--- src/rtl/pint_pkg.sv ---
package pint_pkg;

    typedef enum logic [1:0] {
        TRIG_LEVEL = 2'b00,
        TRIG_EDGE  = 2'b01,
        TRIG_MSG   = 2'b10,
        TRIG_RSVD  = 2'b11
    } trig_e;

    // encoding is {active, pending}
    typedef enum logic [1:0] {
        LN_IDLE = 2'b00,
        LN_PEND = 2'b01,
        LN_ACT  = 2'b10,
        LN_PACT = 2'b11
    } ln_state_e;

    typedef enum logic {
        RUN_IDLE = 1'b0,
        RUN_BUSY = 1'b1
    } run_state_e;

endpackage

--- src/rtl/pint_line.sv ---
module pint_line
    import pint_pkg::*;
(
    input  logic  clk,
    input  logic  rst_n,
    input  trig_e trig,
    input  logic  enable,
    input  logic  sense,
    input  logic  ack_hit,
    input  logic  clr_hit,
    input  logic  set_hit,
    output logic  pending,
    output logic  active,
    output logic  eligible
);

    ln_state_e state_q, state_d;
    logic      sense_q;
    logic      rise;
    logic      pend_nx, act_nx;
    logic      latches_edges;

    assign rise          = sense & ~sense_q;
    assign latches_edges = (trig == TRIG_EDGE) || (trig == TRIG_MSG);

    // state register
    always_ff @(posedge clk or negedge rst_n) begin
        if (!rst_n) begin
            state_q <= LN_IDLE;
            sense_q <= 1'b0;
        end else begin
            state_q <= state_d;
            sense_q <= sense;
        end
    end

    // outputs decoded from the state
    always_comb begin
        unique case (state_q)
            LN_IDLE: begin pending = 1'b0; active = 1'b0; end
            LN_PEND: begin pending = 1'b1; active = 1'b0; end
            LN_ACT:  begin pending = 1'b0; active = 1'b1; end
            LN_PACT: begin pending = 1'b1; active = 1'b1; end
        endcase
    end

    assign eligible = enable & pending & ~active;

    // next state: activation wins over deactivation in the same cycle
    always_comb begin
        if (latches_edges) pend_nx = (pending & ~ack_hit) | rise;
        else               pend_nx = sense;
        if (trig == TRIG_MSG) act_nx = 1'b0;
        else                  act_nx = (active & ~clr_hit) | ack_hit | set_hit;
        state_d = ln_state_e'({act_nx, pend_nx});
    end

    a_r6_msg_never_active: assert property (@(posedge clk) disable iff (!rst_n)
        (trig == TRIG_MSG) |=> !active);

    a_r4_set_makes_active: assert property (@(posedge clk) disable iff (!rst_n)
        (set_hit && trig != TRIG_MSG) |=> active);

    a_r7_clear_deactivates: assert property (@(posedge clk) disable iff (!rst_n)
        (clr_hit && !set_hit && !ack_hit) |=> !active);

    a_r3_edge_latched_while_active: assert property (@(posedge clk) disable iff (!rst_n)
        (trig == TRIG_EDGE && active && rise && !clr_hit) |=> (pending && active));

    a_r2_level_follows_input: assert property (@(posedge clk) disable iff (!rst_n)
        (trig == TRIG_LEVEL) |=> (pending == $past(sense)));

endmodule

--- src/rtl/pint_pick.sv ---
module pint_pick #(
    parameter int NUM_LINES = 16,
    parameter int IDW       = $clog2(NUM_LINES) + 1
) (
    input  logic [NUM_LINES-1:0] eligible,
    output logic                 valid,
    output logic [IDW-1:0]       idx
);

    // scan downwards so the lowest eligible index is the last one written
    always_comb begin
        valid = 1'b0;
        idx   = '1;
        for (int i = NUM_LINES - 1; i >= 0; i--) begin
            if (eligible[i]) begin
                valid = 1'b1;
                idx   = IDW'(i);
            end
        end
    end

endmodule

--- src/rtl/pint_run.sv ---
module pint_run
    import pint_pkg::*;
(
    input  logic clk,
    input  logic rst_n,
    input  logic take,
    input  logic drop,
    output logic running
);

    run_state_e state_q, state_d;

    always_ff @(posedge clk or negedge rst_n) begin
        if (!rst_n) state_q <= RUN_IDLE;
        else        state_q <= state_d;
    end

    always_comb begin
        state_d = state_q;
        unique case (state_q)
            RUN_IDLE: if (take)          state_d = RUN_BUSY;
            RUN_BUSY: if (drop && !take) state_d = RUN_IDLE;
        endcase
    end

    always_comb begin
        unique case (state_q)
            RUN_IDLE: running = 1'b0;
            RUN_BUSY: running = 1'b1;
        endcase
    end

    a_r9_drop_clears_flag: assert property (@(posedge clk) disable iff (!rst_n)
        (drop && !take) |=> !running);

endmodule

--- src/rtl/pint_tracker.sv ---
module pint_tracker
    import pint_pkg::*;
#(
    parameter int NUM_LINES = 16,
    localparam int SELW = $clog2(NUM_LINES),
    localparam int IDW  = $clog2(NUM_LINES) + 1
) (
    input  logic                 clk,
    input  logic                 rst_n,
    input  logic [NUM_LINES-1:0] irq_lines,
    input  logic                 cfg_wr,
    input  logic [SELW-1:0]      cfg_sel,
    input  logic                 cfg_enable,
    input  logic [1:0]           cfg_trig,
    input  logic                 ack_req,
    output logic [IDW-1:0]       ack_id,
    input  logic                 eoi_req,
    input  logic [SELW-1:0]      eoi_sel,
    input  logic                 eoi_split,
    input  logic                 deact_req,
    input  logic [SELW-1:0]      deact_sel,
    input  logic                 lr_deact_req,
    input  logic [SELW-1:0]      lr_deact_sel,
    input  logic                 set_act_req,
    input  logic [SELW-1:0]      set_act_sel,
    output logic                 cpu_irq
);

    logic [NUM_LINES-1:0] en_q;
    trig_e                trig_q [NUM_LINES];
    logic [NUM_LINES-1:0] pend_vec, act_vec, elig_vec;
    logic [NUM_LINES-1:0] ack_hit, clr_hit, set_hit;
    logic                 pick_valid;
    logic [IDW-1:0]       pick_idx;
    logic                 running;
    logic [IDW-1:0]       ack_id_q;

    // configuration store
    always_ff @(posedge clk or negedge rst_n) begin
        if (!rst_n) begin
            en_q <= '0;
            for (int i = 0; i < NUM_LINES; i++) trig_q[i] <= TRIG_LEVEL;
        end else if (cfg_wr && (int'(cfg_sel) < NUM_LINES)) begin
            en_q[cfg_sel]   <= cfg_enable;
            trig_q[cfg_sel] <= trig_e'(cfg_trig);
        end
    end

    pint_pick #(.NUM_LINES(NUM_LINES), .IDW(IDW)) pick_i (
        .eligible (elig_vec),
        .valid    (pick_valid),
        .idx      (pick_idx)
    );

    generate
        for (genvar g = 0; g < NUM_LINES; g++) begin : g_line
            assign ack_hit[g] = ack_req & pick_valid & (pick_idx == IDW'(g));
            assign clr_hit[g] = (eoi_req & ~eoi_split & (eoi_sel == SELW'(g)))
                              | (deact_req & (deact_sel == SELW'(g)))
                              | (lr_deact_req & (lr_deact_sel == SELW'(g)));
            assign set_hit[g] = set_act_req & (set_act_sel == SELW'(g));

            pint_line line_i (
                .clk      (clk),
                .rst_n    (rst_n),
                .trig     (trig_q[g]),
                .enable   (en_q[g]),
                .sense    (irq_lines[g]),
                .ack_hit  (ack_hit[g]),
                .clr_hit  (clr_hit[g]),
                .set_hit  (set_hit[g]),
                .pending  (pend_vec[g]),
                .active   (act_vec[g]),
                .eligible (elig_vec[g])
            );
        end
    endgenerate

    pint_run run_i (
        .clk     (clk),
        .rst_n   (rst_n),
        .take    (ack_req & pick_valid),
        .drop    (eoi_req),
        .running (running)
    );

    always_ff @(posedge clk or negedge rst_n) begin
        if (!rst_n)       ack_id_q <= '1;
        else if (ack_req) ack_id_q <= pick_valid ? pick_idx : '1;
    end

    assign ack_id  = ack_id_q;
    assign cpu_irq = (|elig_vec) & ~running;

    a_r8_single_grant: assert property (@(posedge clk) disable iff (!rst_n)
        $onehot0(ack_hit));

    a_r1_grant_not_active: assert property (@(posedge clk) disable iff (!rst_n)
        (ack_req && pick_valid) |-> !act_vec[pick_idx[SELW-1:0]]);

    a_r9_busy_masks_request: assert property (@(posedge clk) disable iff (!rst_n)
        running |-> !cpu_irq);

    a_r8_none_gives_ones: assert property (@(posedge clk) disable iff (!rst_n)
        (ack_req && !pick_valid) |=> (&ack_id));

    a_r1_offered_line_pending: assert property (@(posedge clk) disable iff (!rst_n)
        cpu_irq |-> |(pend_vec & ~act_vec & en_q));

endmodule

--- config.mk ---
export PLATFORM = sky130hd
export DESIGN_NAME = pint_tracker
export DESIGN_NICKNAME = d
export VERILOG_FILES = /design/src/rtl/pint_pkg.sv /design/src/rtl/pint_line.sv /design/src/rtl/pint_pick.sv /design/src/rtl/pint_run.sv /design/src/rtl/pint_tracker.sv
export SDC_FILE = /design/constraint.sdc
export NUM_CORES = 1
export LEC_CHECK = 0
export BUFFER_PORTS_ARGS = -buffer_cell sky130_fd_sc_hd__buf_2
export CORE_MARGIN = 4
export CORE_UTILIZATION = 59
export CTS_CLUSTER_SIZE = 10
export DETAILED_ROUTE_END_ITERATION = 12
export PLACE_DENSITY = 0.8
export SLEW_MARGIN = 10
export SYNTH_ARGS = -nofsm -noshare
export SYNTH_HDL_FRONTEND = slang
export SYNTH_SLANG_ARGS = --single-unit
--- constraint.sdc ---
create_clock -name clk -period 2.3 [get_ports clk]
set_clock_uncertainty 0.05 [all_clocks]
set_input_delay 0.69 -clock clk [delete_from_list [all_inputs] [get_ports clk]]
set_output_delay 0.69 -clock clk [all_outputs]
set_load 0.005 [all_outputs]
==> results.cfg <==
[pwr]
power_uw = 6000
p_per_area_mw_per_mm2 = 1010
vdd_drop_max_mv = 0.618
p_leak_uw = 0.00272

[cts]
path_clk_slew_ns = 0.11
cts-root-buf = clkbuf_8
clock_sinks = 102
ctsHoldBuffers = 0
cts_max_path_buffers = 2
htreeDepth = 3
clock_latency_ns = 0.38
numCtsBuffers = 9
cts_tree = yes

[setup_path]
r2r_start = en_q[0]
cp_data_arrival_time_ns = 1.80
required_ns = 1.56
start_kind = register
cp_max_fo = 4
r2r_slack_ns = 0.11
crit_type = reg2out
r2r_cells = 7
r2r_end = g_line[14].line_i.state_q[0]
end_kind = output pin

[layout]
area_delta_synth_final_pct = 13.8
finalNonFillerCells = 695
final_area_mm2 = 0.00594
nets = 646
antennaDiodeCount = 0
drive_above_1_share_pct = 25.0

[synthesis]
synth-edff-count = 0
yosys.area.top_type = dfrtp_1
synth.ff_latch_count = 102
synth_area_mm2 = 0.00522
synth-warning-count = 0
syn_nets = 576
synth-main-ff-cell = dfrtp_1
avgSynthCellArea_um2 = 10.2
synth-seq-area-share_pct = 49.0
yosysUniqueCellTypes = 48
synth_top_area_share_pct = 46.5
async_flop_share_pct = 100
synthTopCellsByArea = dfrtp_1 47%, mux2_2 8.4%, ha_1 3.8%, nand2_1 3.3%, nor2_1 3.0%
synthCells = 512

[grt]
grt_max_degree = 42
grt_pass1_wl_um = 22000
use_met3_pct = 5.73
met2_usage_pct = 44.4
busiest_layer = met2
grt_pass1_vias = 4286
grt_use_total_pct = 27.9
antenna_found_initial = 0
grt_overflow_total = 0
use_met1_pct = 37.5

[timing]
finalCriticalPeriod_ns = 2.54
maxSlewHeadroom_pct = 68.5
fin_crit_sh_pct = 110
fmax_mhz = 394
rsz0062_at_grt = true
worst_pin_slew_ns = 0.469
final_max_slew_viol_count = 0
setup-violations-final = 1
hold_viol = 0
timing.final.ws_setup_ns = -0.239

[placement]
dp_hpwl_um = 10800
dp_cells = 676
globalplace.congestion = 0.933
dpl_cell_area_mm2 = 0.00569
portBuffers = 53

[floorplan]
rows = 34
dieHeight_um = 102
coreArea_mm2 = 0.00868
fp.dieArea_mm2 = 0.0104
start_util_pct = 60.1
io_pins = 54
die_x_um = 102

[run]
cap_violations = 0

[detailed_routing]
wl_um = 13900
drt_first_iter_violations = 382
drc = 0
wire_per_inst_um = 20.0
ant_nets = 0
via_count = 4265
dr.pass1.iters = 5
via_per_inst = 6.14

[worst_hold_path]
hp-class = in2async

[outcome]
violations = negative setup slack
status = finished, violations left
-- power by group --
group	internal [uW]	switching [uW]	leakage, uW	total, uW
registers	2290	281	0.00123	2580
logic	969	1310	0.00139	2280
clock network	452	696	0.000102	1150
-- worst max-delay path by stage --
stage          cells after the start                      endpoint                   startpoint  slack (ns)
3_3_place_gp                       5  g_line[14].line_i.state_q[0]                      ack_req        0.09
6_report                           6                       cpu_irq  g_line[1].line_i.state_q[0]       -0.24
3_5_place_dp                       5  g_line[14].line_i.state_q[0]                      ack_req        0.11
4_1_cts                            6                       cpu_irq                      en_q[9]       -0.21
2_1_floorplan                      5                       cpu_irq  g_line[9].line_i.state_q[1]        0.37
5_1_grt                            6                       cpu_irq  g_line[1].line_i.state_q[0]       -0.34
-- layout make-up --
class / count / area, um^2
Multi-Input combinational cell: 364 / 2510
Sequential cell: 102 / 2560
Inverter: 37 / 139
Clock inverter: 6 / 62.6
Fill cell: 703 / 2740
Clock buffer: 10 / 138
Timing Repair Buffer: 68 / 393
Tap cell: 108 / 135
-- stage by stage --
stage	setup TNS (ns)	utilization [%]	hold WS [ns]	worst slack (ns)
global route	-0.336	68.4	0.172	-0.336
finish	-0.239	68.4	0.168	-0.239
CTS	-0.214	68.2	0.171	-0.214
detailed placement	0	65.5	0.428	0.111
floorplan	0	-	0.344	0.375
global placement	0	65.5	0.414	0.0928
-- critical path, stage by stage, from the launching register on --
cell and delay [ns]:
dfrtp_1 0.42, nand3b_1 0.20, nand4_1 0.23, nor2_2 0.20
and3_4 0.23, nor2_2 0.03, buf_2 0.11
-- cell usage after synthesis, types with 5 or more instances --
library cell and instances:
nor2b_1 14, and3_1 6, dfrtp_1 97, nand4_1 5, dfstp_2 5, nand3b_1 16, and3b_1 6, nand3_1 13
a21oi_1 23, o2bb2ai_1 8, nor2_1 42, inv_1 37, nor3_1 8, o21ai_0 30, clkbuf_1 7, a31oi_1 10
mux2_2 39, nand2b_1 16, or3_1 5, a21boi_0 8, a32oi_1 6, o22ai_1 6, nor3b_1 5, ha_1 16
nand2_1 46
-- routing by layer --
metal  vias to the layer above  part of all wire [%]
li1                       1972                     -
met1                      2059                    43
met5                         -                     0
met2                       192                    46
met3                        42                   7.5
met4                         0                   4.1
-- cell usage in the layout, fill, tap and decap left out, types with 10 or more instances in the layout --
cell / Yosys / routed
a21oi_1: 23 / 23
a31oi_1: 10 / 10
buf_2: 1 / 52
buf_4: 1 / 15
clkbuf_8: 0 / 10
dfrtp_1: 97 / 97
ha_1: 16 / 16
inv_1: 37 / 37
mux2_2: 39 / 39
nand2_1: 46 / 46
nand2b_1: 16 / 16
nand3_1: 13 / 13
nand3b_1: 16 / 16
nor2_1: 42 / 40
nor2b_1: 14 / 14
o21ai_0: 30 / 30
-- cells by family (layout without fill, tap and decap cells) --
kind of cell	count (synthesis)	in the layout	synth area share [%]
and+or+nand+nor	192	192	20.1
AOI/OAI and AO/OA	117	117	15.2
DFF	102	102	49.0
buffers and inverters	46	121	3.40
muxes	39	39	8.42
adders and majority gates	16	16	3.84
-- flip-flops by register name, summed over array words and instances, names as in the netlist --
name / count
run_i.state_q: 1
g_line.line_i.sense_q: 16
trig_q: 32
en_q: 16
ack_id: 5
g_line.line_i.state_q: 32
-- what timing repair did --
item	in CTS	in global routing
pin swaps	1	3
setup buffers	2	1
resized for setup	4	4
setup endpoints to repair	1	5
(Power assumes the default switching activity.)
